$ cat config.mk
export PLATFORM = sky130hd
export DESIGN_NAME = event_ring_recorder
export DESIGN_NICKNAME = d
export VERILOG_FILES = /design/src/rtl/event_ring_recorder.sv
export SDC_FILE = /design/constraint.sdc
export NUM_CORES = 2
export LEC_CHECK = 0
export BUFFER_PORTS_ARGS = -buffer_cell sky130_fd_sc_hd__clkbuf_2
export CORE_MARGIN = 4
export CORE_UTILIZATION = 35
export CTS_CLUSTER_SIZE = 40
export DETAILED_ROUTE_END_ITERATION = 12
export GPL_ROUTABILITY_DRIVEN = 0
export PLACE_DENSITY_LB_ADDON = 0.1
export SLEW_MARGIN = 20
export SYNTH_ARGS = -nofsm -noshare
export SYNTH_HDL_FRONTEND = slang
export SYNTH_SLANG_ARGS = --single-unit
$ cat constraint.sdc
create_clock -name clk_i -period 32.5 [get_ports clk_i]
set_input_delay 6.5 -clock clk_i [delete_from_list [all_inputs] [get_ports clk_i]]
set_output_delay 6.5 -clock clk_i [all_outputs]
set_load 0.005 [all_outputs]
$ cat src/rtl/event_ring_recorder.sv
module event_ring_recorder #(
  parameter int NPINS = 12,
  parameter int DEPTH = 8,
  parameter int COMMIT_CYCLES = 16
) (
  input  logic             clk_i,
  input  logic             por_ni,
  input  logic             rst_ni,
  input  logic [NPINS-1:0] pins_i,
  input  logic             wr_en_i,
  input  logic             rd_en_i,
  input  logic [3:0]       addr_i,
  input  logic [7:0]       wdata_i,
  output logic [7:0]       rdata_o,
  output logic             int_no
);
  localparam int PW  = $clog2(DEPTH);
  localparam int CW  = $clog2(COMMIT_CYCLES);
  localparam int TSW = 40;
  localparam logic [3:0] A_CTRL = 4'd0, A_STAT = 4'd1, A_CNT = 4'd2, A_EV = 4'd3,
                         A_IENL = 4'd4, A_IENH = 4'd5, A_RENL = 4'd6, A_RENH = 4'd7,
                         A_SNPL = 4'd8, A_SNPH = 4'd9, A_OVF = 4'd10;

  logic rstv_n;
  assign rstv_n = rst_ni & por_ni;

  logic [NPINS-1:0] pins_q, evt, ien, ren, snap_q, slot_v, slot_lvl;
  logic [TSW-1:0]   ts_q, cur_ts;
  logic [TSW-1:0]   slot_ts [NPINS];
  logic             primed;
  logic [7:0]       ovf_q, seq_q, rdata_q;
  logic             busy_q, cur_lvl, keep_q, err_q, int_q, full_d;
  logic [CW-1:0]    cyc_q;
  logic [3:0]       cur_pin;
  logic [63:0]      mem [DEPTH];
  logic [PW-1:0]    rd_ptr, wr_ptr, ev_idx;
  logic [PW:0]      count_q, view_q;
  logic [2:0]       byte_q;

  assign evt = primed ? (pins_i ^ pins_q) : '0;

  logic       pick_v;
  logic [3:0] pick;
  always_comb begin
    pick_v = 1'b0;
    pick   = '0;
    for (int i = NPINS - 1; i >= 0; i--) begin
      if (slot_v[i]) begin
        pick_v = 1'b1;
        pick   = 4'(i);
      end
    end
  end

  logic start, done, full, empty;
  logic [NPINS-1:0] start_mask, take, lost;
  assign start      = !busy_q && pick_v;
  assign done       = busy_q && (cyc_q == '0);
  assign full       = (count_q == (PW+1)'(DEPTH));
  assign empty      = (count_q == '0);
  assign start_mask = start ? (NPINS'(1) << pick) : '0;
  assign lost       = evt & ren & slot_v & ~start_mask;
  assign take       = evt & ren & ~lost;

  logic [8:0] ovf_sum;
  assign ovf_sum = {1'b0, ovf_q} + 9'($countones(lost));

  logic ev_rd, avail, ev_ok, pop, drop, rd_adv, bad_addr, set_err, ctrl_wr;
  assign ev_rd    = rd_en_i && rst_ni && (addr_i == A_EV);
  assign avail    = view_q < count_q;
  assign ev_ok    = ev_rd && !err_q && avail;
  assign pop      = ev_ok && (byte_q == 3'd7) && !keep_q;
  assign drop     = start && full && !pop;
  assign rd_adv   = pop || drop;
  assign bad_addr = rd_en_i && (addr_i > A_OVF);
  assign set_err  = bad_addr || (ev_rd && !err_q && !avail);
  assign ctrl_wr  = wr_en_i && (addr_i == A_CTRL);

  assign ev_idx = rd_ptr + view_q[PW-1:0];
  logic [63:0] ev_word;
  assign ev_word = mem[ev_idx];

  logic [15:0] ien16, ren16, snap16;
  assign ien16  = 16'(ien);
  assign ren16  = 16'(ren);
  assign snap16 = 16'(snap_q);

  logic [7:0] rd_val;
  always_comb begin
    case (addr_i)
      A_CTRL:  rd_val = {7'b0, keep_q};
      A_STAT:  rd_val = {4'b0, busy_q, empty, full, err_q};
      A_CNT:   rd_val = 8'(count_q);
      A_EV:    rd_val = (err_q || !avail) ? 8'hFF : ev_word[{byte_q, 3'b000} +: 8];
      A_IENL:  rd_val = ien16[7:0];
      A_IENH:  rd_val = ien16[15:8];
      A_RENL:  rd_val = ren16[7:0];
      A_RENH:  rd_val = ren16[15:8];
      A_SNPL:  rd_val = snap16[7:0];
      A_SNPH:  rd_val = snap16[15:8];
      A_OVF:   rd_val = ovf_q;
      default: rd_val = 8'hFF;
    endcase
  end

  always_ff @(posedge clk_i or negedge por_ni) begin
    if (!por_ni) begin
      rd_ptr  <= '0;
      wr_ptr  <= '0;
      count_q <= '0;
    end else begin
      if (rd_adv) rd_ptr <= rd_ptr + 1'b1;
      if (done)   wr_ptr <= wr_ptr + 1'b1;
      count_q <= count_q + (PW+1)'(done) - (PW+1)'(rd_adv);
    end
  end

  always_ff @(posedge clk_i) begin
    if (done) mem[wr_ptr] <= {cur_ts, 7'b0, cur_lvl, 4'b0, cur_pin, seq_q};
  end

  always_ff @(posedge clk_i or negedge rstv_n) begin
    if (!rstv_n) begin
      pins_q   <= '0;
      primed   <= 1'b0;
      ts_q     <= '0;
      slot_v   <= '0;
      slot_lvl <= '0;
      for (int i = 0; i < NPINS; i++) slot_ts[i] <= '0;
      ovf_q    <= '0;
      busy_q   <= 1'b0;
      cyc_q    <= '0;
      cur_pin  <= '0;
      cur_lvl  <= 1'b0;
      cur_ts   <= '0;
      seq_q    <= '0;
      keep_q   <= 1'b0;
      err_q    <= 1'b0;
      byte_q   <= '0;
      view_q   <= '0;
      ien      <= '0;
      ren      <= '1;
      snap_q   <= '0;
      rdata_q  <= '0;
      int_q    <= 1'b0;
      full_d   <= 1'b1;
    end else begin
      pins_q <= pins_i;
      primed <= 1'b1;
      ts_q   <= ts_q + 1'b1;
      for (int i = 0; i < NPINS; i++) begin
        if (start_mask[i]) slot_v[i] <= 1'b0;
        if (take[i]) begin
          slot_v[i]   <= 1'b1;
          slot_lvl[i] <= pins_i[i];
          slot_ts[i]  <= ts_q;
        end
      end
      ovf_q <= ovf_sum[8] ? 8'hFF : ovf_sum[7:0];

      if (start) begin
        busy_q  <= 1'b1;
        cyc_q   <= CW'(COMMIT_CYCLES - 1);
        cur_pin <= pick;
        cur_lvl <= slot_lvl[pick];
        cur_ts  <= slot_ts[pick];
      end else if (busy_q) begin
        if (cyc_q == '0) begin
          busy_q <= 1'b0;
          seq_q  <= seq_q + 1'b1;
        end else begin
          cyc_q <= cyc_q - 1'b1;
        end
      end

      if (ctrl_wr) begin
        keep_q <= wdata_i[0];
        err_q  <= 1'b0;
        byte_q <= '0;
        view_q <= '0;
        if (wdata_i[1]) snap_q <= pins_i;
      end else begin
        if (set_err) err_q <= 1'b1;
        if (drop) begin
          byte_q <= '0;
          view_q <= '0;
        end else if (ev_ok) begin
          byte_q <= byte_q + 1'b1;
          if (byte_q == 3'd7 && keep_q) view_q <= view_q + 1'b1;
        end
      end

      if (wr_en_i) begin
        case (addr_i)
          A_IENL: ien <= NPINS'({ien16[15:8], wdata_i});
          A_IENH: ien <= NPINS'({wdata_i, ien16[7:0]});
          A_RENL: ren <= NPINS'({ren16[15:8], wdata_i});
          A_RENH: ren <= NPINS'({wdata_i, ren16[7:0]});
          default: ;
        endcase
      end

      if (rd_en_i) rdata_q <= rd_val;
      int_q  <= (|(evt & ien)) || (full && !full_d);
      full_d <= full;
    end
  end

  assign rdata_o = rdata_q;
  assign int_no  = ~int_q;

  p_err_filler_r7: assert property (@(posedge clk_i) disable iff (!rstv_n)
    (rd_en_i && addr_i == A_EV && err_q) |=> (rdata_o == 8'hFF));
  p_err_sticky_r7: assert property (@(posedge clk_i) disable iff (!rstv_n)
    (err_q && !ctrl_wr) |=> err_q);
  p_keep_nopop_r5: assert property (@(posedge clk_i) disable iff (!rstv_n)
    (ev_rd && keep_q && !full) |=> (count_q >= $past(count_q)));
  p_no_early_pop_r4: assert property (@(posedge clk_i) disable iff (!rstv_n)
    (ev_rd && !keep_q && byte_q != 3'd7 && !full) |=> $stable(rd_ptr));
  p_write_in_commit_r2: assert property (@(posedge clk_i) disable iff (!rstv_n)
    (wr_ptr != $past(wr_ptr)) |-> $past(busy_q));
  p_ovf_monotone_r3: assert property (@(posedge clk_i) disable iff (!rstv_n)
    1'b1 |=> (ovf_q >= $past(ovf_q)));
  p_count_bound_r6: assert property (@(posedge clk_i) disable iff (!rstv_n)
    count_q <= (PW+1)'(DEPTH));
endmodule

Word level (Yosys, flattened, before mapping)
Memories as Yosys holds them, arrays and structs flattened.
Cells that the tools add are included.
{"block": "word_totals", "memories": 1, "input_bits": 29, "register_bits": 688, "output_inout_bits": 9, "word_cells": 249, "ramBits": 424}
{"block": "op_classes", "shift": 2, "muxes": 77, "addsub": 22, "n_eq_ne": 13, "bitwise_logic": 16, "reduce_logical": 53, "magnitude_cmp": 4}
{"memory": "mem", "words": 8, "word_bits": 53, "rd": 1, "rd_ports_with_merged_regs": 0, "wr": 1, "line_no": "35", "text": "logic [63:0] mem [DEPTH];"}
{"cell": "binary-select mux 40 bit (select 4 bit)", "count": 1}
{"cell": "case mux 8 bit (11 select lines)", "count": 1}
{"cell": "2-to-1 mux 40 bit", "count": 2}
{"cell": "2-to-1 mux 4 bit", "count": 19}
{"cell": "indexed part select 64 x 7 -> 8 bit", "count": 1}
{"cell": "AND 12 bit", "count": 5}
{"cell": "case mux 12 bit (2 select lines)", "count": 2}
{"cell": "2-to-1 mux 1 bit", "count": 44}
{"cell": "adder 40 x 1 -> 40 bit, second input constant", "count": 1}
{"cell": "nonzero test 2 bit", "count": 14}
{"cell": "2-to-1 mux 12 bit", "count": 2}
{"cell": "NOT 12 bit", "count": 2}
{"cell": "== test 4 x 3 -> 1 bit, second input constant", "count": 4}
{"cell": "== test 4 bit, second input constant", "count": 4}
{"cell": "2-to-1 mux 8 bit", "count": 2}
{"cell": "logical AND 1 bit", "count": 15}
{"cell": "AND reduction 3 bit", "count": 5}
{"cell": "adder 1 x 1 -> 2 bit", "count": 6}
{"cell": "zero test 4 bit", "count": 3}
{"cell": "OR reduction 12 bit", "count": 1}
{"cell": "<< shifter 1 x 4 -> 12 bit, first input constant", "count": 1}
{"cell": "bitwise XOR 12 bit", "count": 1}
{"cell": "adder 2 x 2 -> 3 bit", "count": 3}
{"cell": "adder 3 x 1 -> 3 bit, second input constant", "count": 3}
{"cell": "other kinds (26)", "count": 45}

Logic depth before layout (Yosys ltp)
{"block": "logic_depth", "ltp_word": 22, "ltp_mapped": 24, "depth_no_buf": 21}

Least setup slack after synthesis
Ideal clock, no wire load.
{"block": "synth_timing", "path_kind": "in2reg", "start": "input pins_i[4]", "end": "register ovf_q[7]", "n_path_buf": 0, "required_ns": 32.376, "setup_ns": 0.124, "path_stages": 17, "arrival_time_ns": 10.718, "slack_ns": 21.658, "cell_sequence": "xor2_1 > nand3_1 > nor2_1 > fa_1 > inv_1 > fa_1 > fa_1 > inv_1 > fa_1 > fa_1 > fa_1 > a21o_1 > a21oi_1 > inv_1 > a21oi_1 > nand2_1 > o31a_1"}
{"block": "synth_via", "elab_chain_cells": 11}
{"element": "from (decl)", "line_no": "9", "text": "input logic [NPINS-1:0] pins_i,"}
{"element": "bitwise XOR 12 bit", "line_no": "40", "text": "assign evt = primed ? (pins_i ^ pins_q) : '0;"}
{"element": "2-to-1 mux 12 bit", "line_no": "40"}
{"element": "AND 12 bit (3 in series)", "line_no": "62", "text": "assign lost = evt & ren & slot_v & ~start_mask;"}
{"element": "adder 1 x 1 -> 2 bit (not written as such)", "line_no": "66", "text": "assign ovf_sum = {1'b0, ovf_q} + 9'($countones(lost));"}
{"element": "adder 2 x 2 -> 3 bit (not written as such)", "line_no": "66"}
{"element": "adder 3 x 3 -> 4 bit (not written as such)", "line_no": "66"}
{"element": "adder 4 x 3 -> 5 bit (not written as such)", "line_no": "66"}
{"element": "adder 8 x 5 -> 9 bit", "line_no": "66"}
{"element": "2-to-1 mux 8 bit", "line_no": "159", "text": "ovf_q <= ovf_sum[8] ? 8'hFF : ovf_sum[7:0];"}
{"element": "to (signal assigned)", "line_no": "159"}
{"element": "to (decl)", "line_no": "31", "text": "logic [7:0] ovf_q, seq_q, rdata_q;"}
Every way passes these cells.
A chain may end at the register's enable or synchronous reset.

Final worst setup path
{"block": "layout_timing", "start": "input pins_i[2]", "end": "register ovf_q[0]"}
The elaborated chain is that of the path after synthesis.

==> results_dict.tcl <==
set metrics [dict create \
    skew_ns 0.0466 \
    final_nets 3714 \
    synth_area_leaders "dfrtp_1, edfxtp_1, mux2_2" \
    cts_hold_buf 0 \
    fp.coreArea_um2 139000 \
    num_vias 30800 \
    fin_crit_sh_pct 33.1 \
    synthCells 3708 \
    antenna_found_initial 8 \
    ys_types 89 \
    crit_arrival_ns 11.36 \
    ys.flop_type "dfrtp_1" \
    die_area_um2 146000 \
    pre_cts_ws_ns 21.01 \
    finalHoldViolCount 0 \
    worstPathMaxFanout 6 \
    drive_above_1_share_pct 23.5 \
    final_cell_count_no_fill 5631 \
    critPathLaunchType "input port" \
    drv_slew 0 \
    post_cts_buffers 0 \
    clk_pin_slew_ns 0.06 \
    ios 38 \
    drt-met1-wl_um 71100 \
    max_freq_ghz 0.0931 \
    setup_tns_ns 0 \
    wl_per_cell_um 27.5 \
    fin_ws_ns 21.76 \
    avgSynthCellArea_um2 13.2 \
    slew_headroom_pct 28.7 \
    multi_input_area_um2 17800 \
    leakage_nw 23.1 \
    first_global_vias 31800 \
    dpl.cell_count 5401 \
    status "complete, no violations" \
    tightestPinTransition_ns 1.07 \
    finalSetupViolations 0 \
    cts_tree "yes" \
    ir_drop_mv 0.0478 \
    numCtsBuffers 120 \
    dp_hpwl_um 85100 \
    die_x_um 382 \
    clock_latency_ns 0.76 \
    grt_pass1_wl_um 228000 \
    n_fill_cell 13300 \
    yosysSeqAreaShare_pct 61.2 \
    yosysTopAreaCellShare_pct 34.5 \
    yosysTopAreaCell "dfrtp_1" \
    post_cts_resized 0 \
    synth_seq_cells 1112 \
    track_usage_pct 21.1 \
    dr.pass1.iters 7 \
    crit_type "in -> reg" \
    final_util_pct 39.6 \
    ys_warn_count 0 \
    highest_layer "met4" \
    endpoint_kind "flop" \
    r2r_slack_ns 25.51 \
    hp-class "reg -> reg" \
    dr_wl_met3_um 6830 \
    syn_area_um2 49000 \
    clk_path_buf_depth 3 \
    drtIter0Drc 2094 \
    ys_async_sr_fraction_pct 61.9 \
    met2_length_um 73400 \
    syn_nets 3774 \
    io_buffers 37 \
    initial_core_util_pct 35.2 \
    synth_common_cells "dfrtp_1, nand2_1, mux2_2" \
    overflow 0 \
    chipHeight_um 382 \
    timing.hold.ws_ns 0.484 \
    cp.required_ns 33.12 \
    avgViaCountPerCell 5.47 \
    clock_sinks 1112 \
    ant_nets 0 \
    syn_to_final_growth_pct 12.5 \
    row_count 137 \
    wl_um 155000 \
    drc_errors 0 \
    maxCapViolations 0 \
    yosysMostFrequentCell "dfrtp_1" \
    finalCriticalPeriod_ns 10.75 \
    power.density_nw_per_um2 60.3 \
    grt_max_degree 148 \
    htree_levels 3 \
    cts-root-buf "clkbuf_16" \
    synth_edf_count 424 \
    area.sequential_um2 30000 \
    rsz0062_at_grt "no" \
]
## power breakdown
| group | switching (mW) | total, mW | leakage, nW | internal, mW |
|---|---|---|---|---|
| clock | 0.590 | 1.40 | 1.96 | 0.806 |
| sequential | 0.0952 | 1.62 | 12.8 | 1.53 |
| combinational | 0.189 | 0.302 | 8.39 | 0.113 |
| total | 0.874 | 3.32 | 23.1 | 2.45 |
## worst max-delay path, stage by stage
cell and delay, ns:
clkbuf_2 0.16, xor2_1 0.21, nand3_1 0.21, nor2_1 0.22, fa_1 0.43, inv_1 0.10, fa_1 0.43, fa_1 0.54
inv_1 0.05, fa_1 0.50, fa_1 0.48, fa_1 0.43, a21o_1 0.20, a21oi_1 0.22, inv_1 0.07, a21oi_1 0.23
nor2_1 0.09, nand2_1 0.19, nand2b_1 0.08
## cell usage in the layout (no fill, tap or decap), types with 38 or more instances in the layout
cell type,Yosys,layout
nand2_1,460,454
and3_1,93,93
dfrtp_1,675,675
o211ai_1,38,38
nand4_1,38,38
inv_1,44,44
mux2_2,433,433
or4_1,39,39
a311o_1,42,42
mux2i_1,77,77
o22ai_1,90,90
mux4_2,42,42
clkbuf_16,0,120
mux2_4,40,40
nand3_1,101,100
buf_4,21,58
a211oi_1,91,91
mux2_1,49,49
nor2_1,121,110
edfxtp_1,424,424
o21ai_0,79,79
a211o_1,41,40
## worst paths after layout
check,start,endpoint,cells after the start
setup / recovery,pins_i[2],ovf_q[0]$_DFF_PN0_,19
hold / removal,slot_ts[48]$_DFFE_PN0P_,slot_ts[48]$_DFFE_PN0P_,1
setup reg to reg,slot_v[11]$_DFFE_PN0P_,ovf_q[0]$_DFF_PN0_,21
hold reg to reg,slot_ts[48]$_DFFE_PN0P_,slot_ts[48]$_DFFE_PN0P_,1
max in group asynchronous,por_ni,ts_q[34]$_DFF_PN0_,5
min in group asynchronous,por_ni,count_q[3]$_DFF_PN0_,1
## through the flow
stage          power (mW)  cell area (um2)
2_1_floorplan        1.79            49000
3_3_place_gp         1.96            51000
3_5_place_dp         1.96            51000
6_report             3.32            55100
5_1_grt              3.45            55100
4_1_cts              3.36            55000
## state kept, by name, summed over array words and instances (netlist names), 12 cells and up
register / count
ren: 12
slot_v: 12
mem: 424
cur_ts: 40
ts_q: 40
slot_ts: 480
snap_q: 12
ien: 12
slot_lvl: 12
pins_q: 12
## layout make-up
class | count | share of cell area [%]
Tap cell | 1876 | 4.26
Inverter | 46 | 0.313
Antenna cell | 8 | 0.0363
Sequential cell | 1112 | 54.4
Multi-Input combinational cell | 2268 | 32.4
Clock inverter | 45 | 0.986
Timing Repair Buffer | 100 | 1.34
Clock buffer | 176 | 6.27
## logic make-up (layout without fill, tap and decap cells)
| kind of cell | after synthesis | after routing | synth area share [%] |
|---|---|---|---|
| compound gates | 559 | 559 | 8.47 |
| xor+xnor | 76 | 76 | 1.42 |
| fa+ha+maj | 37 | 37 | 1.10 |
| buf+inv | 328 | 367 | 2.98 |
| flops | 1112 | 1112 | 61.2 |
| mux | 641 | 641 | 15.8 |
| other cells | 1 | 9 | 0.00766 |
| simple gates | 954 | 954 | 9.04 |
## metal layers
| layer | global-route usage [%] | up-vias |
|---|---|---|
| met5 | 0 | - |
| met4 | 5.23 | 0 |
| met2 | 34.7 | 620 |
| li1 | - | 13700 |
| met1 | 29.5 | 16300 |
| met3 | 3.27 | 215 |
No activity file was read; power rests on OpenSTA's default activity.
